**config.mk**
```make
export PLATFORM = sky130hd
export DESIGN_NAME = pci_intx_ctl_reg
export DESIGN_NICKNAME = d
export VERILOG_FILES = /design/src/rtl/pci_intx_ctl_reg.sv
export SDC_FILE = /design/constraint.sdc
export NUM_CORES = 1
export LEC_CHECK = 0
export ABC_AREA = 1
export BUFFER_PORTS_ARGS = -buffer_cell sky130_fd_sc_hd__buf_2
export CAP_MARGIN = 20
export CORE_MARGIN = 2
export CORE_UTILIZATION = 36
export CTS_CLUSTER_DIAMETER = 60
export DETAILED_ROUTE_END_ITERATION = 16
export PLACE_DENSITY = 0.76
export SYNTH_ARGS = -nofsm -noshare
export SYNTH_HDL_FRONTEND = slang
export SYNTH_SLANG_ARGS = --single-unit
export TNS_END_PERCENT = 20
```
**constraint.sdc**
```tcl
create_clock -name clk -period 0.8 [get_ports clk]
set_input_delay 0.12 -clock clk [delete_from_list [all_inputs] [get_ports clk]]
set_output_delay 0.12 -clock clk [all_outputs]
set_load 0.01 [all_outputs]
```
**src/rtl/pci_intx_ctl_reg.sv**
```systemverilog
module pci_intx_ctl_reg #(
  parameter int LINES  = 4,
  parameter int ERRS   = 8,
  parameter int REQS   = 7,
  parameter int WAIT_W = 4
) (
  input  logic              clk,
  input  logic              rst_n,
  input  logic              wr_en,
  input  logic [3:0]        wr_be,
  input  logic [31:0]       wr_data,
  output logic [31:0]       rd_data,
  input  logic [LINES-1:0]  intx_in,
  input  logic [ERRS-1:0]   err_in,
  output logic              irq_out,
  output logic [REQS-1:0]   req_prio,
  output logic [WAIT_W-1:0] trdy_wait
);

  localparam int ST_LO = 32 - LINES;
  localparam int EN_LO = 22;
  localparam int PR_LO = 8;

  logic [LINES-1:0]  pend, lnen;
  logic [ERRS-1:0]   emsk;
  logic [REQS-1:0]   prio;
  logic [WAIT_W-1:0] wcnt;

  wire [3:0] lane = {4{wr_en}} & wr_be;
  wire [LINES-1:0] w1c = {LINES{lane[3]}} & wr_data[31:ST_LO];

  always_ff @(posedge clk or negedge rst_n) begin
    if (!rst_n) begin
      pend <= '0;
      lnen <= '0;
      emsk <= '0;
      prio <= '0;
      wcnt <= '0;
    end else begin
      pend <= (pend & ~w1c) | intx_in;
      if (lane[3]) begin
        emsk[7:6] <= wr_data[27:26];
        lnen[3:2] <= wr_data[25:24];
      end
      if (lane[2]) begin
        lnen[1:0] <= wr_data[23:EN_LO];
        emsk[5:0] <= wr_data[21:16];
      end
      if (lane[1]) prio <= wr_data[PR_LO+REQS-1:PR_LO];
      if (lane[0]) wcnt <= wr_data[WAIT_W-1:0];
    end
  end

  assign rd_data   = {pend, emsk[7:6], lnen, emsk[5:0], 1'b0, prio, 4'b0000, wcnt};
  assign irq_out   = (|(pend & lnen)) | (|(err_in & emsk));
  assign req_prio  = prio;
  assign trdy_wait = wcnt;

  p_capture_r1: assert property (@(posedge clk) disable iff (!rst_n)
    (intx_in != '0) |=> ((rd_data[31:ST_LO] & $past(intx_in)) == $past(intx_in)));

  p_sticky_r2: assert property (@(posedge clk) disable iff (!rst_n)
    !(wr_en && wr_be[3]) |=> ((rd_data[31:ST_LO] & $past(rd_data[31:ST_LO])) == $past(rd_data[31:ST_LO])));

  p_clear_r3: assert property (@(posedge clk) disable iff (!rst_n)
    (wr_en && wr_be[3] && intx_in == '0) |=> ((rd_data[31:ST_LO] & $past(wr_data[31:ST_LO])) == '0));

  p_prio_r6: assert property (@(posedge clk) disable iff (!rst_n)
    (wr_en && wr_be[1]) |=> (req_prio == $past(wr_data[PR_LO+REQS-1:PR_LO])));

  p_mass_r8: assert property (@(posedge clk) disable iff (!rst_n)
    (wr_en && wr_be == 4'b1100 && wr_data[31:16] == 16'hF000 && intx_in == '0)
      |=> (rd_data[31:ST_LO] == '0 && rd_data[25:EN_LO] == '0));

endmodule

```
**Word level (Yosys, flattened, before mapping)**

Index checks and enable logic that the tools add are counted.
W data, S select, Z words.

- Reduce and logical (&&, ||, !) cells: 2
- Bitwise operators: 8

Operators with widths:

| kind | count |
|---|---|
| $and A4 B4 Y4 | 4 |
| $and A8 B8 Y8 | 1 |
| $reduce_or A8 Y1 | 1 |
| $not A4 Y4 | 1 |
| $or A4 B4 Y4 | 1 |
| $reduce_or A4 Y1 | 1 |
| $or A1 B1 Y1 | 1 |

- Bits in registers: 27
- Logic and storage cells: 17

**Logic depth before layout (Yosys ltp)**

Gate-level depths: netlist (run 1).

- Depth after elaboration: 5
- Depth in mapped cells: 4
- Depth with buffers taken out: 4

**Worst setup path before layout (run 1)**

Ideal clock, no wire load.

- Path kind: flip-flop to output port
- Start point: register pend[2]
- End point: output port irq_out
- Data arrival time: 0.733 ns
- Data required time: 0.680 ns
- Slack: -0.053 ns
- Cell stages (with the launch flop): 5
- Cells stage by stage: dfrtp_1 nand2_1 nand2_1 nor2_1 nand3_1

- Cells in the longest elaborated chain, start to end: 3

RTL lines:

| element | line | source |
|---|---|---|
| start: declaration | 24 | `logic [LINES-1:0] pend, lnen;` |
| start signal: assignment | 40 | `pend <= (pend & ~w1c) \| intx_in;` |
| $and A4 B4 Y4 | 55 | `assign irq_out = (\|(pend & lnen)) \| (\|(err_in & emsk));` |
| $reduce_or A4 Y1 | 55 |  |
| $or A1 B1 Y1 | 55 |  |
| end: declaration | 15 | `output logic irq_out,` |

No other way between the ends.

**Worst setup path in the final report (run 1)**

Ends and elaborated chain as after synthesis.

==> results.md, run 1 <==
* Starting Density at between 30% and 40%
* Worst setup SP type: flop
* # rows at 21
* Post-synth ARST share at 100%
* VDD IR-drop max at 0.000936 V
* Avg WL per Cell at 11.7 um
* RSZ-0062 raised after global routing: yes
* Synthesized instance count at about 150
* GP Congestion at 0.723
* Synth top cells by count: nand2_1 (67), nand3_1 (28), dfrtp_1 (27)
* Largest area contributor in the netlist: dfrtp_1
* Achievable Freq at 0.745 GHz
* Cell repeated most along the worst path: nand2_1
* Crit path time final at approximately 1.3 ns
* Sequential area share after synthesis at 53.0%
* Post-route ant nets at 0
* Flop and latch count out of synthesis at 27
* Area delta synth->final at 59.3%
* WS Path Type: flop to output pin
* Io pins at 95
* CTS sink cnt at 27
* Max Slew Vio Count at 0
* Average cell area after synthesis at about 8.3 um2
* Fin cells at 296
* Vias in the first global route at 1,395
* Yosys cell types at 9
* First-pass GRT wire length at between 5000 and 6000 um
* Detailed-route wire length at 3470 um
* Root buf cell: clkbuf_4
* # H-tree levels at 1
* Worst skew pair latency at about 0.32 ns
* Die height at 63.5 um
* Final setup viols at 42
* DR vias/cell at 4.56
* Fin crit share at 168%
* Slowest library cell on the worst path: dfrtp_1
* CTS tree: built
* Switching share of total power at 30.6%
* Dpl cell area at ~1800 um2
* WP data arrival at about 1.2 ns
* Core area at about 3400 um2
* Largest net degree at the start of global routing at 28
* Inst Count DP at approximately 280
* Hold Crit Class: input port to flop
* Failing checks: setup timing
* Initial antenna violation count at 0
* Leakage dissipation at 1.16 nW
* Pwr Density at approximately 1700 nW/um2
* Layout cells sized above 1 at 44.4%
* Dominant synthesized flop cell: dfrtp_1
* Max Cap Violations at 0
* Post-synth top area share at 53.0%
* CP cell instances: nand2_1, nand2_1, nor2_1, nand3_1, buf_2
* Clock power share at between 10% and 20%
* Nets@finish at approximately 300
* Crit-path max cell delay at 0.43 ns
* Count leader, synth: nand2_1
* Initial drt markers at 84
* Sequential power share at 48.1%
* Pre-antenna DRT Iters at 4
* Grt ovf at 0
* Fin Hold WS at 0.0170 ns
* Synth warn at 0
* Reg clk slew, reported paths at 0.15 ns
* CP Max Fanout at 2
* Max Clock Skew at 0 ns
* DRC at 0
* Element type at the critical path end: output pin
* Top cells by area, synth: dfrtp_1 (53%), nand2_1 (20%), nand3_1 (11%), buf_4 (11%), a21o_1 (2.4%)
* Die area at 4030 um2
* Status: finished, violations left
* Final HPWL DP at 2360 um
* Share of power burned in combinational logic at 34.2%
* Number of synthesized flops with an enable pin at 0
* Clock Tree Buf Depth at 2
* Die W at ~63 um
* Vias at 1,350
* CP required at 0.68 ns
* CTS Buf Count at 3
* P_sw at 0.00103 W
* Tot GR Track Use at 17.8%
* Post-synthesis cell area at approximately 1300 um2
* Final worst setup slack at -0.543 ns
* Hold Violations, Final at 0
* Number of I/O port buffers at 84
* # diodes at 0
* Power Internal at 0.00235 W
* Layout Cell Area excl Fill at around 2000 um2
path summary, 6_finish.rpt:
check,end,from,slack (ns),depth (start not counted)
min in group asynchronous,pend[3],rst_n,0.25,3
max in group asynchronous,req_prio[1],rst_n,0.39,3
worst max register to register,lnen[2],lnen[2],-0.07,4
worst max-delay path,irq_out,pend[2],-0.54,5
worst min-delay path,emsk[5],wr_data[21],0.02,3
worst min register to register,req_prio[5],req_prio[5],0.50,2
state kept, by name, summed over array words and instances, names as in the netlist:
name       cells
req_prio       7
lnen           4
emsk           8
pend           4
trdy_wait      4
stage by stage:
step	setup TNS, ns	total power [W]	setup WS (ns)	util [%]
floorplan	-0.0423	0.00214	-0.0423	-
global placement	-0.117	0.00256	-0.117	52.9
detailed placement	-0.145	0.00258	-0.139	52.9
CTS	-10.20	0.00335	-0.498	59.4
global route	-12.10	0.00360	-0.641	60.3
finish	-10.06	0.00338	-0.543	60.3
critical path: cells and delay by family, from the launching register on:
kind | cells | cell delay [ns]
flops | 1 | 0.43
simple gates | 4 | 0.33
buf+inv | 1 | 0.15
cells by family (layout without fill, tap and decap cells):
kind of cell	after synthesis	count (layout)	share of synthesized area, %
flip-flops	27	27	53.0
other	1	5	0.294
AND/OR/NAND/NOR	99	99	32.1
AO/OA/AOI/OAI	4	4	2.36
buffers and inverters	22	115	12.2
timing repair:
item,in CTS,in global routing
hold buffers,5,0
buffers inserted,4,5
endpoints found under the hold margin,31,0
pin swaps,3,3
endpoints found under the setup margin,39,45
gates resized for setup,23,9
cell usage in the layout (no fill, tap or decap):
cell type,n
nand3_1,28
conb_1,5
a21o_1,4
clkbuf_4,3
buf_6,29
clkbuf_1,1
buf_4,7
nand2_2,2
nor2_1,3
dlygate4sd3_1,5
dfrtp_1,27
buf_2,68
buf_12,2
nand2_1,66
layout make-up:
class,instances,area (um2)
Clock buffer,4,26.3
Tap cell,46,57.6
Multi-Input combinational cell,108,460
Fill cell,325,1330
Timing Repair Buffer,111,810
Sequential cell,27,676
per-layer routing:
layer / up-vias / track usage, % / wire, um
li1: 665 / - / -
met1: 624 / 20.0 / 1360
met2: 57 / 33.9 / 1870
met3: 4 / 3.04 / 217
met4: 0 / 5.16 / 20
met5: - / 0 / 0
power groups by stage:
stage / combinational [W] / clock (W) / sequential, W
6_report: 0.00116 / 0.000598 / 0.00163
5_1_grt: 0.00127 / 0.000681 / 0.00165
4_1_cts: 0.00111 / 0.000613 / 0.00162
3_5_place_dp: 0.000939 / 0 / 0.00164
3_3_place_gp: 0.000926 / 0 / 0.00163
2_1_floorplan: 0.000408 / 0 / 0.00173
Note: power is estimated with default switching activity, not from simulation.
==> run 2: changes to the inputs <==
SETUP_SLACK_MARGIN = 0.3   (was unset)
==> run 2 against run 1 <==
Effect of this change:
- flip-flop and latch count unchanged
- wire length down 6.4%
- non-clock buffer count down 4
- global-route usage down 0.51 points
- the run ends with hold timing, setup timing left
- largest power group unchanged
- power down 1.1%
- clock power about the same
==> results.md, run 2 (synthesis results as in run 1) <==
* Crit path time final at 1.33 ns (-0.0173 ns)
* WS Path Type: flop to output pin
* Worst skew pair latency at 0.32 ns (about the same)
* Nets@finish at 298 (-1.3%)
* Leakage dissipation at 1.14 nW (-1.4%)
* Max Clock Skew at 0 ns (unchanged)
* CP cell instances: nand2_1, nand2_1, nor2_1, nand3_1, buf_2
* Dpl cell area at 1770 um2 (-0.42%)
* Layout Cell Area excl Fill at 1990 um2 (-1.8%)
* Vias in the first global route at 1,306 (-6.4%)
* Worst setup SP type: flop
* Final worst setup slack at -0.526 ns (+0.0173 ns)
* Initial drt markers at 45 (-46%)
* Pwr Density at 1680 nW/um2 (+0.70%)
* Largest reg by FF count: emsk
* CTS tree: built
* Share of power burned in combinational logic at 33.7% (-0.5 points)
* Detailed-route wire length at 3250 um (-6.4%)
* Most common cell after layout, fill and taps aside: buf_2
* Number of I/O port buffers at 84 (unchanged)
* WP data arrival at 1.21 ns (about the same)
* Hold Crit Class: input port to flop
* RSZ-0062 raised after global routing: yes
* # rows at 21 (unchanged)
* Die height at 63.5 um (unchanged)
* # H-tree levels at 1 (unchanged)
* CTS Buf Count at 3 (unchanged)
* Final HPWL DP at 2400 um (+1.6%)
* Element type at the critical path end: output pin
* Cts-stage hold buffer count at 1 (-4)
* Pre-antenna DRT Iters at 4 (unchanged)
* Clock Tree Buf Depth at 2 (unchanged)
* Status: finished, violations left
* Vias at 1,276 (-5.5%)
* Final setup viols at 43 (+2.4%)
* Total power at 0.00335 W (-1.1%)
* Cell repeated most along the worst path: nand2_1
* Switching share of total power at 30.5% (-0.083 points)
* Initial antenna violation count at 0 (unchanged)
* DRC at 0 (unchanged)
* CP Max Fanout at 2 (unchanged)
* Largest net degree at the start of global routing at 28 (unchanged)
* Crit-path max cell delay at 0.42 ns (about the same)
* Fin Hold WS at -0.0384 ns (-0.0554 ns)
* Area delta synth->final at 56.5%
* Sequential power share at 48.6% (+0.5 points)
* Layout cells sized above 1 at 45.1% (+0.72 points)
* Tot GR Track Use at 17.3% (-0.51 points)
* Slowest library cell on the worst path: dfrtp_1
* CP required at 0.68 ns (about the same)
* Avg WL per Cell at 11.1 um (-5.1%)
* DR vias/cell at 4.37 (-4.2%)
* Die W at 63.5 um (unchanged)
* CTS sink cnt at 27 (unchanged)
* Post-route ant nets at 0 (unchanged)
* Io pins at 95 (unchanged)
* Starting Density at 37.9% (unchanged)
* Reg clk slew, reported paths at 0.15 ns (about the same)
* Grt ovf at 0 (unchanged)
* First-pass GRT wire length at 5520 um (-4.4%)
* Failing checks: hold timing, setup timing
* Max reg flops at 8 (unchanged)
* Filler Cell Count at 335 (+3.1%)
* VDD IR-drop max at 0.000819 V (-13%)
* Power Internal at 0.00233 W (-0.99%)
* # diodes at 0 (unchanged)
* Core area at 3360 um2 (unchanged)
* Most frequent cells in the layout: buf_2 (70), nand2_1 (67), buf_6 (31)
* GP Congestion at 0.752 (+4.1%)
* Die area at 4030 um2 (unchanged)
* Achievable Freq at 0.754 GHz (+1.3%)
* Root buf cell: clkbuf_4
* Clock power share at 17.8% (about the same)
* Max Slew Vio Count at 0 (unchanged)
* Fin crit share at 166% (-2.2 points)
* P_sw at 0.00102 W (-1.4%)
* Max Cap Violations at 0 (unchanged)
* Hold Violations, Final at 4 (+4)
run 2: changes by cell type in the layout (fill, tap and decap cells not counted), sizes merged:
cell,previous run,this run
clkbuf,4,3
clkinvlp,0,1
dlygate4sd3,5,1
run 2: what timing repair did:
item,4_1_cts,5_1_grt
hold endpoints to repair,35,4
buffers inserted,1,3
endpoints found under the setup margin,66,66
gates resized for setup,26,5
pin swaps,22,19
cloned,0,0
run 2: metrics by stage:
step	instances	hold WS, ns	setup TNS (ns)	utilization (%)	setup slack (ns)
global route	292	-0.0559	-12.39	59.3	-0.654
CTS	289	-0.0501	-10.44	58.0	-0.530
global placement	283	0.0753	-0.394	52.7	-0.127
finish	292	-0.0384	-9.94	59.3	-0.526
detailed placement	283	0.0751	-0.424	52.7	-0.138
floorplan	157	-0.176	-0.0423	-	-0.0423
run 2: per-layer routing:
layer / global-route usage, % / vias to the layer above / part of all wire [%]
met4: 5.71 / 0 / 0.55
li1: - / 656 / -
met1: 20.0 / 571 / 42
met5: 0 / - / 0
met2: 32.0 / 47 / 52
met3: 2.86 / 2 / 6.0
run 2: area by class of cell:
class / instances / area (um2) / area share (%)
Timing Repair Buffer: 107 / 772 / 38.7
Sequential cell: 27 / 676 / 33.9
Multi-Input combinational cell: 108 / 458 / 23.0
Tap cell: 46 / 57.6 / 2.89
Clock buffer: 3 / 22.5 / 1.13
Clock inverter: 1 / 7.51 / 0.377
run 2: path summary, 6_finish.rpt:
| kind | start | endpoint | slack, ns | cells after the start |
|---|---|---|---|---|
| min | intx_in[3] | pend[3] | -0.04 | 2 |
| max reg2reg | pend[1] | pend[1] | -0.09 | 3 |
| min reg2reg | req_prio[4] | req_prio[4] | 0.49 | 2 |
| max in group asynchronous | rst_n | req_prio[2] | 0.39 | 3 |
| min in group asynchronous | rst_n | emsk[0] | 0.25 | 3 |
| max | emsk[2] | irq_out | -0.53 | 5 |
run 2: worst max-delay path, delay by kind of cell (launching register included):
family,cells,cell delay [ns]
DFF,1,0.42
and+or+nand+nor,4,0.31
buffers and inverters,1,0.14
run 2: power groups by stage:
| stage | combinational, W | sequential [W] | clock [W] |
|---|---|---|---|
| global placement | 0.000931 | 0.00163 | 0 |
| CTS | 0.00110 | 0.00162 | 0.000636 |
| detailed placement | 0.000940 | 0.00164 | 0 |
| finish | 0.00113 | 0.00163 | 0.000595 |
| floorplan | 0.000438 | 0.00174 | 0 |
| global route | 0.00125 | 0.00165 | 0.000699 |
